[src/rtl/usb_rxf_pkg.sv]
package usb_rxf_pkg;

   typedef enum logic {
      TXN_IDLE = 1'b0,
      TXN_OPEN = 1'b1
   } txn_state_e;

endpackage

[src/rtl/rxf_storage.sv]
module rxf_storage #(
   parameter int DATA_W = 8,
   parameter int DEPTH  = 64,
   localparam int AW    = $clog2(DEPTH)
) (
   input  logic              clk,
   input  logic              wr_en,
   input  logic [AW-1:0]     wr_idx,
   input  logic [DATA_W-1:0] wr_data,
   input  logic [AW-1:0]     rd_idx,
   output logic [DATA_W-1:0] rd_data
);

   logic [DATA_W-1:0] mem_q [DEPTH];

   always_ff @(posedge clk) begin
      if (wr_en) begin
         mem_q[wr_idx] <= wr_data;
      end
   end

   // show-ahead head
   assign rd_data = mem_q[rd_idx];

endmodule

[src/rtl/rxf_write_ctrl.sv]
module rxf_write_ctrl
   import usb_rxf_pkg::*;
#(
   parameter int DEPTH   = 64,
   parameter int MAX_PKT = 16,
   localparam int PW     = $clog2(DEPTH) + 1,
   localparam int CW     = $clog2(MAX_PKT + 1)
) (
   input  logic          clk,
   input  logic          rst_n,
   input  logic          txn_open,
   input  logic          txn_close,
   input  logic          txn_abort,
   input  logic          wr_valid,
   input  logic [PW-1:0] rd_ptr,
   output logic [PW-1:0] wr_ptr,
   output logic [PW-1:0] commit_ptr,
   output logic          wr_en
);

   txn_state_e    state_q;
   logic [CW-1:0] pkt_cnt_q;
   logic [PW-1:0] wr_ptr_q;
   logic [PW-1:0] commit_q;
   logic [PW-1:0] used;
   logic [PW-1:0] wr_ptr_nxt;
   logic          full;
   logic          in_txn;
   logic          accept;

   assign in_txn     = (state_q == TXN_OPEN);
   assign used       = wr_ptr_q - rd_ptr;
   assign full       = (used == PW'(DEPTH));
   assign accept     = in_txn && wr_valid && !full && !txn_abort
                       && (pkt_cnt_q < CW'(MAX_PKT));
   assign wr_ptr_nxt = wr_ptr_q + PW'(accept);

   always_ff @(posedge clk or negedge rst_n) begin
      if (!rst_n) begin
         state_q   <= TXN_IDLE;
         pkt_cnt_q <= '0;
         wr_ptr_q  <= '0;
         commit_q  <= '0;
      end else if (in_txn && txn_abort) begin
         // rewind to last commit point
         wr_ptr_q  <= commit_q;
         state_q   <= TXN_IDLE;
         pkt_cnt_q <= '0;
      end else begin
         wr_ptr_q <= wr_ptr_nxt;
         if (in_txn && txn_close) begin
            commit_q  <= wr_ptr_nxt;
            state_q   <= TXN_IDLE;
            pkt_cnt_q <= '0;
         end else if (!in_txn && txn_open) begin
            state_q   <= TXN_OPEN;
            pkt_cnt_q <= '0;
         end else if (accept) begin
            pkt_cnt_q <= pkt_cnt_q + CW'(1);
         end
      end
   end

   assign wr_ptr     = wr_ptr_q;
   assign commit_ptr = commit_q;
   assign wr_en      = accept;

endmodule

[src/rtl/rxf_read_ctrl.sv]
module rxf_read_ctrl #(
   parameter int DEPTH       = 64,
   parameter bit CPU_PATH_EN = 1'b1,
   localparam int PW         = $clog2(DEPTH) + 1
) (
   input  logic          clk,
   input  logic          rst_n,
   input  logic          cfg_cpu_mode,
   input  logic          port_ack,
   input  logic          cpu_rd,
   input  logic [PW-1:0] commit_ptr,
   output logic [PW-1:0] rd_ptr,
   output logic          port_req,
   output logic          cpu_live
);

   logic [PW-1:0] rd_ptr_q;
   logic          has_valid;
   logic          port_pop;
   logic          cpu_pop;

   assign has_valid = (commit_ptr != rd_ptr_q);
   assign port_req  = has_valid && !cfg_cpu_mode;
   assign port_pop  = port_req && port_ack;

   generate
      if (CPU_PATH_EN) begin : g_cpu_path
         assign cpu_live = cfg_cpu_mode;
         assign cpu_pop  = cfg_cpu_mode && has_valid && cpu_rd;
      end else begin : g_no_cpu_path
         assign cpu_live = 1'b0;
         assign cpu_pop  = 1'b0;
      end
   endgenerate

   always_ff @(posedge clk or negedge rst_n) begin
      if (!rst_n) begin
         rd_ptr_q <= '0;
      end else if (port_pop || cpu_pop) begin
         rd_ptr_q <= rd_ptr_q + PW'(1);
      end
   end

   assign rd_ptr = rd_ptr_q;

endmodule

[src/rtl/usb_rx_commit_fifo.sv]
module usb_rx_commit_fifo #(
   parameter int DATA_W      = 8,
   parameter int DEPTH       = 64,
   parameter int MAX_PKT     = 16,
   parameter bit CPU_PATH_EN = 1'b1,
   localparam int AW         = $clog2(DEPTH),
   localparam int PW         = AW + 1
) (
   input  logic              clk,
   input  logic              rst_n,
   input  logic              cfg_cpu_mode,
   input  logic              txn_open,
   input  logic              txn_close,
   input  logic              txn_abort,
   input  logic              wr_valid,
   input  logic [DATA_W-1:0] wr_data,
   output logic              pkt_room,
   output logic [PW-1:0]     free_count,
   output logic [PW-1:0]     valid_count,
   output logic              port_req,
   input  logic              port_ack,
   output logic [DATA_W-1:0] port_data,
   input  logic              cpu_rd,
   output logic [DATA_W-1:0] cpu_data
);

   generate
      if (DEPTH < 2 || (1 << AW) != DEPTH) begin : g_bad_depth
         $fatal(1, "DEPTH must be a power of two, at least 2");
      end
      if (MAX_PKT < 1 || MAX_PKT > DEPTH) begin : g_bad_pkt
         $fatal(1, "MAX_PKT must lie in 1..DEPTH");
      end
      if (DATA_W < 1) begin : g_bad_width
         $fatal(1, "DATA_W must be positive");
      end
   endgenerate

   logic [PW-1:0]     wr_ptr;
   logic [PW-1:0]     commit_ptr;
   logic [PW-1:0]     rd_ptr;
   logic              wr_en;
   logic              cpu_live;
   logic [DATA_W-1:0] head_data;

   rxf_write_ctrl #(
      .DEPTH   (DEPTH),
      .MAX_PKT (MAX_PKT)
   ) u_wr (
      .clk        (clk),
      .rst_n      (rst_n),
      .txn_open   (txn_open),
      .txn_close  (txn_close),
      .txn_abort  (txn_abort),
      .wr_valid   (wr_valid),
      .rd_ptr     (rd_ptr),
      .wr_ptr     (wr_ptr),
      .commit_ptr (commit_ptr),
      .wr_en      (wr_en)
   );

   rxf_read_ctrl #(
      .DEPTH       (DEPTH),
      .CPU_PATH_EN (CPU_PATH_EN)
   ) u_rd (
      .clk          (clk),
      .rst_n        (rst_n),
      .cfg_cpu_mode (cfg_cpu_mode),
      .port_ack     (port_ack),
      .cpu_rd       (cpu_rd),
      .commit_ptr   (commit_ptr),
      .rd_ptr       (rd_ptr),
      .port_req     (port_req),
      .cpu_live     (cpu_live)
   );

   rxf_storage #(
      .DATA_W (DATA_W),
      .DEPTH  (DEPTH)
   ) u_mem (
      .clk     (clk),
      .wr_en   (wr_en),
      .wr_idx  (wr_ptr[AW-1:0]),
      .wr_data (wr_data),
      .rd_idx  (rd_ptr[AW-1:0]),
      .rd_data (head_data)
   );

   // levels: uncommitted bytes occupy space but are not readable
   assign valid_count = commit_ptr - rd_ptr;
   assign free_count  = PW'(DEPTH) - (wr_ptr - rd_ptr);
   assign pkt_room    = (free_count >= PW'(MAX_PKT));

   assign port_data = head_data;
   assign cpu_data  = cpu_live ? head_data : '0;

endmodule

[config.mk]
export PLATFORM = sky130hd
export DESIGN_NAME = usb_rx_commit_fifo
export DESIGN_NICKNAME = d
export VERILOG_FILES = /design/src/rtl/usb_rxf_pkg.sv /design/src/rtl/rxf_storage.sv /design/src/rtl/rxf_write_ctrl.sv /design/src/rtl/rxf_read_ctrl.sv /design/src/rtl/usb_rx_commit_fifo.sv
export SDC_FILE = /design/constraint.sdc
export NUM_CORES = 1
export LEC_CHECK = 0
export BUFFER_PORTS_ARGS = -buffer_cell sky130_fd_sc_hd__buf_4
export CAP_MARGIN = 40
export CELL_PAD_IN_SITES_DETAIL_PLACEMENT = 1
export CELL_PAD_IN_SITES_GLOBAL_PLACEMENT = 1
export CORE_MARGIN = 10
export CORE_UTILIZATION = 40
export DETAILED_ROUTE_END_ITERATION = 6
export PLACE_DENSITY_LB_ADDON = 0.25
export RECOVER_POWER = 50
export SLEW_MARGIN = 20
export SYNTH_ARGS = -nofsm -noshare
export SYNTH_HDL_FRONTEND = slang
export SYNTH_SLANG_ARGS = --single-unit
[constraint.sdc]
create_clock -name clk -period 4.69 [get_ports clk]
set_input_delay 0.469 -clock clk [delete_from_list [all_inputs] [get_ports clk]]
set_output_delay 0.469 -clock clk [all_outputs]
set_load 0.03 [all_outputs]
; Yosys cells after proc, flatten, opt, wreduce, memory -nomap -nowiden
; Memory sizes are Yosys's and may differ from the RTL's.
; Cells that the tools add are included.
; W data, S select, Z words.
[totals]
reg_bits = 27
latchBits = 0
mem_bits_rw = 512
rom_bits = 0
input_bits = 17
output_inout_bits = 32
wordCells = 47
n_memories = 1
[op_classes]
addsub = 6
mul = 0
div_mod_pow = 0
magnitude_cmp = 2
n_eq_ne = 2
n_shift = 0
muxes = 11
bitwise = 1
reduce_logical = 19
[memory_table]
columns = name, depth, word_bits, read_ports, rd_clocked_by_memory_dff, write_ports, line
row1 = u_mem.mem_q, 64, 8, 1, 0, 1, rxf_storage.sv:14  ; logic [DATA_W-1:0] mem_q [DEPTH];
[ops]
columns = cell, n
row1 = $mux W5, 4
row2 = $sub A7 B7 Y7, 2
row3 = $logic_and A1 B1 Y1, 11
row4 = $mux W8, 1
row5 = $add A7 B1 Y7, 1
row6 = $add A7 B1 Y7 const B, 1
row7 = $eq A7 B7 Y1 const B, 1
row8 = $ge A7 B5 Y1 const B, 1
row9 = $mux W7, 1
row10 = $ne A7 B7 Y1, 1
row11 = $sub A7 B7 Y7 const A, 1
row12 = $add A5 B1 Y5 const B, 1
row13 = $lt A5 B5 Y1 const B, 1
row14 = $mux W1, 5
row15 = $logic_not A1 Y1, 4
row16 = $reduce_bool A4 Y1, 1
row17 = $reduce_bool A3 Y1, 1
row18 = $reduce_and A2 Y1, 1
row19 = $logic_or A1 B1 Y1, 1
row20 = $not A1 Y1, 1

; Logic depth before layout (Yosys ltp)
; Gate-level depths: netlist (run 1).
[depth]
word_depth = 10
depth_mapped = 19
ltp_nobuf = 17

; By module
; Synthesis (run 1) repeated with hierarchy kept, for this count alone.
[hier_totals]
hier_cells = 1186
hier_area_um2 = 22291.4
[by_module_without_submodules]
columns = module, n_inst, cells_per_inst, area_each_um2, seq_area_each_um2
row1 = rxf_storage, 1, 932, 20006.7, 15374.7
row2 = rxf_write_ctrl, 1, 120, 1148.6, 500.5
row3 = usb_rx_commit_fifo, 1, 93, 695.7, 0.0
row4 = rxf_read_ctrl, 1, 41, 440.4, 175.2

; Worst setup path before layout (run 1)
; No wires, ideal clock.
[synth_path]
kind = register to register
from = register u_rd.rd_ptr_q[2], in the netlist u_rd.rd_ptr[2]
to = memory u_mem.mem_q[28][0], enable pin
setup_ns = 0.395
t_arrival_ns = 3.620
t_required_ns = 4.295
setup_slack_ns = 0.676
stages_incl_launch_ff = 15
n_path_buf = 6
synth_period_minus_slack_ns = 4.014
path_cell_list = dfrtp_1 -> buf_2 -> buf_2 -> inv_1 -> buf_2 -> ha_1 -> a211oi_2 -> or4b_1 -> nand3_1 -> o2111ai_2 -> buf_6 -> nand2_4 -> buf_6 -> buf_8 -> nor4_1
[synth_via]
elab_chain_cells = 8
[synth_lines]
columns = element, line
row1 = start: declaration, rxf_read_ctrl.sv:17  ; logic [PW-1:0] rd_ptr_q;
row2 = start signal: assignment, rxf_read_ctrl.sv:40  ; rd_ptr_q <= rd_ptr_q + PW'(1);
row3 = $sub A7 B7 Y7, rxf_write_ctrl.sv:32  ; assign used = wr_ptr_q - rd_ptr;
row4 = $eq A7 B7 Y1, rxf_write_ctrl.sv:33  ; assign full = (used == PW'(DEPTH));
row5 = $logic_not A1 Y1, rxf_write_ctrl.sv:34  ; assign accept = in_txn && wr_valid && !full && !txn_abort
row6 = $logic_and A1 B1 Y1 (2 in series), rxf_write_ctrl.sv:34
row7 = $logic_and A1 B1 Y1, rxf_write_ctrl.sv:35  ; && (pkt_cnt_q < CW'(MAX_PKT));
row8 = $mux W1, rxf_storage.sv:17  ; if (wr_en) begin
row9 = $mux W1 (implied by the code), rxf_storage.sv:18  ; mem_q[wr_idx] <= wr_data;
row10 = end: declaration, rxf_storage.sv:14
; Every way passes these cells.

; Worst setup path in the final report (run 1)
[layout_path]
from = register u_rd.rd_ptr_q[0], in the netlist u_rd.rd_ptr[0]
to = output cpu_data[1]
[layout_via]
elab_chain_cells = 2
[layout_lines]
columns = element, line
row1 = $mem_v2 Z64 W8, -
row2 = $mux W8, usb_rx_commit_fifo.sv:95  ; assign cpu_data = cpu_live ? head_data : '0;
row3 = end: declaration, usb_rx_commit_fifo.sv:24  ; output logic [DATA_W-1:0] cpu_data
; Every way passes these cells.

==> results of run 1 <==
-- cell type report --
class / instances / area share (%)
clock inverters: 36 / 1.49
repair buffers: 148 / 4.24
flip-flops and latches: 539 / 62.4
multi-input cells: 568 / 22.3
clock buffers: 72 / 5.80
well taps: 704 / 3.42
inverters: 25 / 0.364
-- worst register-to-register path, stage by stage (launching register included) --
cell and delay [ns]:
dfrtp_1 0.44, inv_1 0.15, ha_1 0.19, inv_1 0.07, fa_1 0.43, a211oi_2 0.30, or4b_1 0.17, nand3_1 0.07
o2111ai_1 0.47, clkbuf_1 0.41, or4b_1 0.65, nor2_1 0.37, buf_4 0.22
-- flip-flops by register name, summed over array words and instances, names as in the netlist --
name and cells:
u_wr.commit_ptr 7, u_wr.pkt_cnt_q 5, u_mem.mem_q 512, u_rd.rd_ptr 7
u_wr.in_txn 1, u_wr.wr_ptr 7
-- kinds of logic (layout without fill, tap and decap cells) --
family                     Yosys count  count (layout)  synth area share (%)
DFF                                539             539                  72.6
and+or+nand+nor                    226             226                  5.31
muxes                              168             168                  13.7
AOI/OAI and AO/OA                  128             128                  3.96
buffers and inverters               94             281                  2.24
xor gates and xnor gates            27              27                  1.07
adders and majority gates           19              19                  1.14
-- layer usage --
metal  vias up  part of all wire [%]  wire length [um]  track usage [%]
met1      6446                    42             25700             25.3
met5         -                     0                 0                0
li1       5179                     -                 -                -
met3        79                   6.1              3690             3.23
met4         0                   1.9              1190             4.81
met2       408                    50             30400             31.8
-- power groups by stage --
stage / combinational (W) / clock, W / sequential [W]
final: 0.00658 / 0.00454 / 0.00556
after global routing: 0.00700 / 0.00483 / 0.00557
after CTS: 0.00670 / 0.00461 / 0.00554
after detailed placement: 0.00667 / 0 / 0.00564
after global placement: 0.00658 / 0 / 0.00563
after floorplan: 0.00431 / 0 / 0.00554
-- per-stage QoR --
| stage | setup slack [ns] | instances | utilization [%] | cell area [um^2] |
|---|---|---|---|---|
| final | 0.301 | 2092 | 46.9 | 25800 |
| after global routing | 0.0438 | 2092 | 46.9 | 25800 |
| after floorplan | 0.676 | 1201 | - | 22100 |
| after CTS | 0.233 | 2085 | 46.9 | 25700 |
| after global placement | 0.820 | 1956 | 43.2 | 23700 |
| after detailed placement | 0.747 | 1976 | 43.5 | 23900 |
-- how the worst min path moves through the flow --
stage	startpoint	end	slack [ns]	cells after the start
after floorplan	rst_n	u_rd.rd_ptr[0]	0.17	0
after global placement	rst_n	u_wr.pkt_cnt_q[4]	0.41	1
after detailed placement	rst_n	u_wr.pkt_cnt_q[4]	0.41	1
after CTS	txn_close	u_wr.in_txn	0.03	2
after global routing	txn_close	u_wr.in_txn	0.05	2
final	txn_close	u_wr.in_txn	0.06	2
-- layout by cell type (no fill, tap or decap), types with 22 or more instances in the layout --
| master | n |
|---|---|
| edfxtp_1 | 512 |
| nand3_1 | 25 |
| nand2_1 | 45 |
| clkbuf_1 | 28 |
| mux2i_1 | 53 |
| nor2_1 | 44 |
| buf_4 | 111 |
| o22ai_1 | 26 |
| a21oi_1 | 22 |
| inv_1 | 24 |
| mux4_2 | 104 |
| dfrtp_1 | 24 |
| clkbuf_16 | 57 |
| nor4_2 | 28 |
-- cell usage after synthesis (6+ instances only) --
cell type / n / share of area, %
a22o_1: 6 / 0.24
o211ai_1: 6 / 0.20
o21a_1: 6 / 0.20
nand2_1: 45 / 0.76
clkbuf_1: 29 / 0.49
o21ai_0: 16 / 0.36
inv_1: 24 / 0.41
xnor2_1: 15 / 0.59
ha_1: 17 / 0.96
mux2i_1: 53 / 2.4
buf_2: 12 / 0.27
a31oi_1: 8 / 0.23
a21oi_1: 22 / 0.50
buf_6: 10 / 0.51
xor2_1: 12 / 0.48
nand3_1: 25 / 0.57
buf_4: 11 / 0.37
edfxtp_1: 512 / 70
a22oi_1: 9 / 0.31
buf_1: 6 / 0.10
nor4_1: 46 / 1.3
and2_1: 13 / 0.37
nor3_1: 13 / 0.29
dfrtp_1: 27 / 3.1
o22ai_1: 26 / 0.74
mux4_2: 104 / 11
nor2_1: 44 / 0.75
mux2_2: 9 / 0.46
==> summary.txt, run 1 <==
Timing
  • Period minus WS final: 4.39 ns
  • Pins Over Slew Limit: 548
  • Final hold viol count: 0
  • Setup tns final: 0 ns
  • RSZ-0062 raised after global routing: false
  • Clock skew: between 0.02 and 0.025 ns
  • Final setup vio count: 0
  • Tightest Pin Transition: approximately 3.4 ns
  • Slew HR: -124%
  • Fmax: 228 MHz
  • Period utilization: 93.6%
  • Worst Hold Slack: approximately 0.055 ns

Synth
  • Synth Flop Type: edfxtp_1
  • Syn nets: roughly 1,200
  • Syn. warnings: 0
  • Async S/R FF share, synth: between 5 and 6%
  • #FFs+latches synth: 539
  • Mapped cell area: 22,100 um^2
  • Synth Instances: 1,201
  • Syn_area_per_cell: roughly 18 um^2
  • Distinct cells, synth: 64
  • Sequential area share after synthesis: 72.6%
  • Number of synthesized flops with an enable pin: 512

Clocking
  • # hold bufs at CTS: 1
  • CTS max path bufs: 3
  • Clock Latency Late Sink: ~0.62 ns
  • CTS Sinks: 539
  • Setup Buffers After CTS: 0
  • CTS buffer count: between 50 and 60
  • CTS tree: built
  • Post_cts resized: 0
  • H-tree levels: 2
  • Root buffer cell: clkbuf_16
  • Worst-path clk slew: 0.06 ns

Worst setup path
  • Reg-to-reg endpoint: u_mem.mem_q[50][0]
  • Slowest cell on the critical path: mux4_1
  • Maximum fanout along the worst path: 78
  • Cell mode on critical path: buf_4
  • End of the critical path: cpu_data[1]
  • Crit path launch type: flip-flop
  • Worst Setup SP: u_rd.rd_ptr[0]
  • Crit path required time: 4.22 ns
  • Worst Setup Path Type: flip-flop to output pin
  • Crit. End Element: output pin
  • WP depth: 9
  • Critical-path cell list: buf_4 -> buf_12 -> mux4_1 -> mux4_2 -> a2bb2oi_1 -> a21oi_2 -> nor2_1 -> and2_1 -> buf_4
  • Max incr delay on CP: 0.64 ns
  • Worst R2R Start: u_wr.wr_ptr[0]
  • Worst R2R Setup Slack: 0.47 ns
  • FF-to-FF path depth: 12
  • CP Data Arrival Time: 3.92 ns
  • Worst path bufs/invs: 3
  • Top delay family on crit path: multiplexers

Die
  • Die height: 255 um
  • Core area: 54,900 um^2
  • Area of the die: 65,100 um^2
  • Horiz. Die Dim: 255 um
  • Core Rows: 86
  • Initial core utilization: 40.3%
  • I/O pin count: 49

Power and ir drop
  • Net Sw Frac: 37.3%
  • P_sw: 0.00622 W
  • Cell internal pwr: 0.0105 W
  • Clock network power share: 27.2%
  • Leak pwr: 8.52 nW
  • Maximum VDD drop: 0.520 mV
  • Power per standard cell area: 648 nW/um^2
  • Logic pwr share: just under 40%
  • Total power: 0.0167 W
  • Register share of total power: 33.3%

Placed design
  • Global placement routability congestion: 0.792
  • IO buf count: 48
  • HPWL after detailed placement: 39,000 um

Global route
  • First-pass GRT wire length: 89,200 um
  • Largest net degree at the start of global routing: 79
  • Antenna violations before repair: 1
  • GRT overflow: 0
  • Vias in the first global route: 12,740
  • GRT Overall Usage: a little under a fifth

Final layout
  • Layout cell share with drive strength beyond 1: a little over a quarter
  • Register area: 16,100 um^2
  • Area growth syn-to-layout: 16.5%
  • Fillers: 5,157
  • Final nets: about 1,400
  • N_diodes: 0
  • Multi-input gate area: 5750 um^2

Route
  • DR vias/cell: 5.79
  • Iter 0 DRT Violations: between 1,000 and 1,500
  • DR pass1 iterations: 5
  • Post-route ant nets: 0
  • Vias: roughly 12,000
  • WL/cell: 29.2 um
  • Final WL: between 60,000 and 70,000 um
  • DRC: 0

Worst hold path
  • Worst hold path class: input port to flip-flop

Status
  • Failing checks: capacitance limit, slew limit
  • Status: finished with violations

Job
  • Max-Cap Viols: 9
(Power assumes the default switching activity.)
==> run 2: changes to the inputs <==
- clock period: 4.69 -> 4.1 ns (I/O delays scaled with it)
==> run 2 against run 1 <==
Net effect:
- the flow still finishes with violations (capacitance limit, slew limit)
- via count increased by 1.8%
- clock skew increased by 0.0055 ns
- non-clock buffer count increased by 17
- global-route usage increased by 0.68 points
- sequential share of layout area decreased by 0.90 points
- critical path depth unchanged
==> summary.txt, run 2 (synthesis gave the netlist of run 1 again) <==
Worst setup path
  • Top delay family on crit path: buffers and inverters (was multiplexers)
  • Reg-to-reg endpoint: u_mem.mem_q[63][1] (was u_mem.mem_q[50][0])
  • Maximum fanout along the worst path: 29 (was 78)
  • Crit. End Element: output pin (unchanged)
  • Max incr delay on CP: 0.51 ns (was 0.64 ns)
  • Slowest cell on the critical path: buf_4 (was mux4_1)
  • Worst Setup Path Type: flip-flop to output pin (unchanged)
  • Cell mode on critical path: buf_4 (unchanged)
  • FF-to-FF path depth: 12 (unchanged)
  • CP Data Arrival Time: 3.58 ns (was 3.92 ns)
  • Crit path required time: 3.69 ns (was 4.22 ns)
  • Worst R2R Start: u_wr.wr_ptr[0] (unchanged)
  • Critical-path cell list: buf_4 -> buf_4 -> nand3_1 -> buf_4 -> o22ai_1 -> nor2_1 -> a22o_1 -> and2_1 -> buf_4 (was buf_4 -> buf_12 -> mux4_1 -> mux4_2 -> a2bb2oi_1 -> a21oi_2 -> nor2_1 -> and2_1 -> buf_4)
  • Worst R2R Setup Slack: 0.31 ns (was 0.47 ns)
  • Worst path bufs/invs: 4 (was 3)
  • Crit path launch type: flip-flop (unchanged)

Power and ir drop
  • Power per standard cell area: 757 nW/um^2 (was 648 nW/um^2)
  • Maximum VDD drop: 0.644 mV (was 0.520 mV)
  • Leak pwr: 8.70 nW (was 8.52 nW)

Clocking
  • CTS buffer count: 55 (was 57)
  • Root buffer cell: clkbuf_16 (unchanged)
  • Clock Latency Late Sink: 0.62 ns (about the same)
  • H-tree levels: 2 (unchanged)
  • CTS max path bufs: 3 (unchanged)
  • CTS tree: built (unchanged)
  • Setup Buffers After CTS: 0 (unchanged)
  • CTS Sinks: 539 (unchanged)
  • Worst-path clk slew: 0.06 ns (about the same)

Route
  • Vias: 12,334 (was 12,112)
  • M1 WL: 27,500 um (was 25,700 um)
  • Post-route ant nets: 0 (unchanged)
  • WL/cell: 30.1 um (was 29.2 um)
  • Met2 wire len: 30,800 um (was 30,400 um)
  • Top Layer Used: met4 (unchanged)
  • DRC: 0 (unchanged)
  • Met3 WL post-DR: 3470 um (was 3690 um)
  • DR vias/cell: 5.86 (was 5.79)
  • Final WL: 63,400 um (was 61,000 um)
  • Iter 0 DRT Violations: 1,189 (was 1,126)
  • DR pass1 iterations: 5 (unchanged)

Final layout
  • Most flops, register: u_mem.mem_q (unchanged)
  • Design Area, Final: 26,100 um^2 (was 25,800 um^2)
  • Commonest non-fill, non-tap cell in the layout: edfxtp_1 (unchanged)
  • Commonest cells after routing, fill and taps aside: edfxtp_1 (512), buf_4 (135), mux4_2 (104) (was edfxtp_1 (512), buf_4 (111), mux4_2 (104))
  • Final nets: 1,390 (was 1,375)
  • Max reg flops: 512 (unchanged)
  • Post-layout util: 47.6% (was 46.9%)
  • Layout cell share with drive strength beyond 1: 28.2% (was 26.7%)
  • Area growth syn-to-layout: 18.2% (was 16.5%)
  • N_diodes: 0 (unchanged)

Timing
  • Slew HR: -138% (was -124%)
  • Pins Over Slew Limit: 531 (was 548)
  • Period utilization: 97.3%
  • Final setup vio count: 0 (unchanged)
  • RSZ-0062 raised after global routing: false (unchanged)
  • Fmax: around 250 MHz
  • Final worst slack: 0.112 ns (was 0.301 ns)
  • Worst Hold Slack: 0.0722 ns (was 0.0555 ns)
  • Period minus WS final: 3.99 ns
  • Setup tns final: 0 ns (unchanged)
  • Clock skew: 0.0263 ns (was 0.0208 ns)
  • Tightest Pin Transition: 3.57 ns (was 3.36 ns)
  • Final hold viol count: 0 (unchanged)

Job
  • Max-Cap Viols: 9 (unchanged)

Placed design
  • HPWL after detailed placement: 39,000 um (about the same)
  • Area after DPL: 24,000 um^2 (was 23,900 um^2)
  • Worst slack, placed: 0.352 ns (was 0.747 ns)
  • Global placement routability congestion: 0.803 (was 0.792)
  • IO buf count: 48 (unchanged)

Global route
  • GRT Overall Usage: 19.6% (was 19.0%)
  • Vias in the first global route: 12,890 (was 12,740)
  • First-pass GRT wire length: 92,900 um (was 89,200 um)
  • GRT overflow: 0 (unchanged)
  • Antenna violations before repair: 1 (unchanged)
  • Largest net degree at the start of global routing: 67 (was 79)

Status
  • Failing checks: capacitance limit, slew limit (unchanged)
  • Status: finished with violations (unchanged)

Worst hold path
  • Hold_sp: txn_open (was txn_close)
  • WHS Path Cells: 3 (was 2)
  • Worst hold path class: input port to flip-flop (unchanged)
  • Hold EP: u_wr.in_txn (unchanged)

Die
  • Core Rows: 86 (unchanged)
  • Horiz. Die Dim: 255 um (unchanged)
  • Initial core utilization: 40.3% (unchanged)
  • I/O pin count: 49 (unchanged)
  • Area of the die: 65,100 um^2 (unchanged)
  • Die height: 255 um (unchanged)
  • Core area: 54,900 um^2 (unchanged)
==> run 2: final cells by class <==
class	instances	area, um^2
Clock buffer	59	1390
Clock inverter	44	638
Timing Repair Buffer	165	1310
Fill cell	5133	28800
Tap cell	704	881
Sequential cell	539	16100
Inverter	25	93.8
Multi-Input combinational cell	568	5750
==> run 2: worst register-to-register path, delay by kind of cell (launching register included) <==
family / cells / cell delay (ns)
AO/OA/AOI/OAI: 4 / 1.09
adder cells (fa/ha/maj): 2 / 0.60
buffers and inverters: 4 / 1.07
flip-flops: 1 / 0.44
AND/OR/NAND/NOR: 2 / 0.39
==> run 2: power by group <==
group | internal, W | switching [W] | total [W]
sequential | 0.00617 | 0.000156 | 0.00632
combinational | 0.00292 | 0.00493 | 0.00784
clock | 0.00342 | 0.00219 | 0.00561
total | 0.0125 | 0.00728 | 0.0198
==> run 2: what timing repair did <==
item | 4_1_cts | 5_1_grt
endpoints found under the setup margin | 11 | 1
hold endpoints to repair | 28 | 0
hold buffers | 2 | 0
cloned | 2 | 0
gates resized for setup | 1 | 1
==> run 2: worst max path at each step <==
| stage | start | end | slack, ns | cells after the start |
|---|---|---|---|---|
| 6_report | u_rd.rd_ptr[1] | cpu_data[0] | 0.11 | 9 |
| 5_1_grt | u_rd.rd_ptr[1] | cpu_data[0] | 0.02 | 9 |
| 4_1_cts | u_rd.rd_ptr[1] | cpu_data[0] | 0.07 | 9 |
| 3_5_place_dp | u_wr.wr_ptr[0] | u_mem.mem_q[11][0] | 0.35 | 12 |
| 3_3_place_gp | u_wr.wr_ptr[0] | u_mem.mem_q[63][4] | 0.44 | 12 |
| 2_1_floorplan | u_rd.rd_ptr[2] | u_mem.mem_q[28][0] | 0.09 | 14 |
==> run 2: stage by stage <==
step	power (W)	instances
floorplan	0.0113	1201
global placement	0.0141	1988
detailed placement	0.0142	1993
CTS	0.0200	2100
global route	0.0205	2104
finish	0.0198	2104
==> run 2: per-layer routing <==
metal  up-vias  global-route usage [%]
li1       5203                       -
met1      6628                    27.1
met2       398                    32.1
met3       105                    2.91
met4         0                    5.47
met5         -                       0
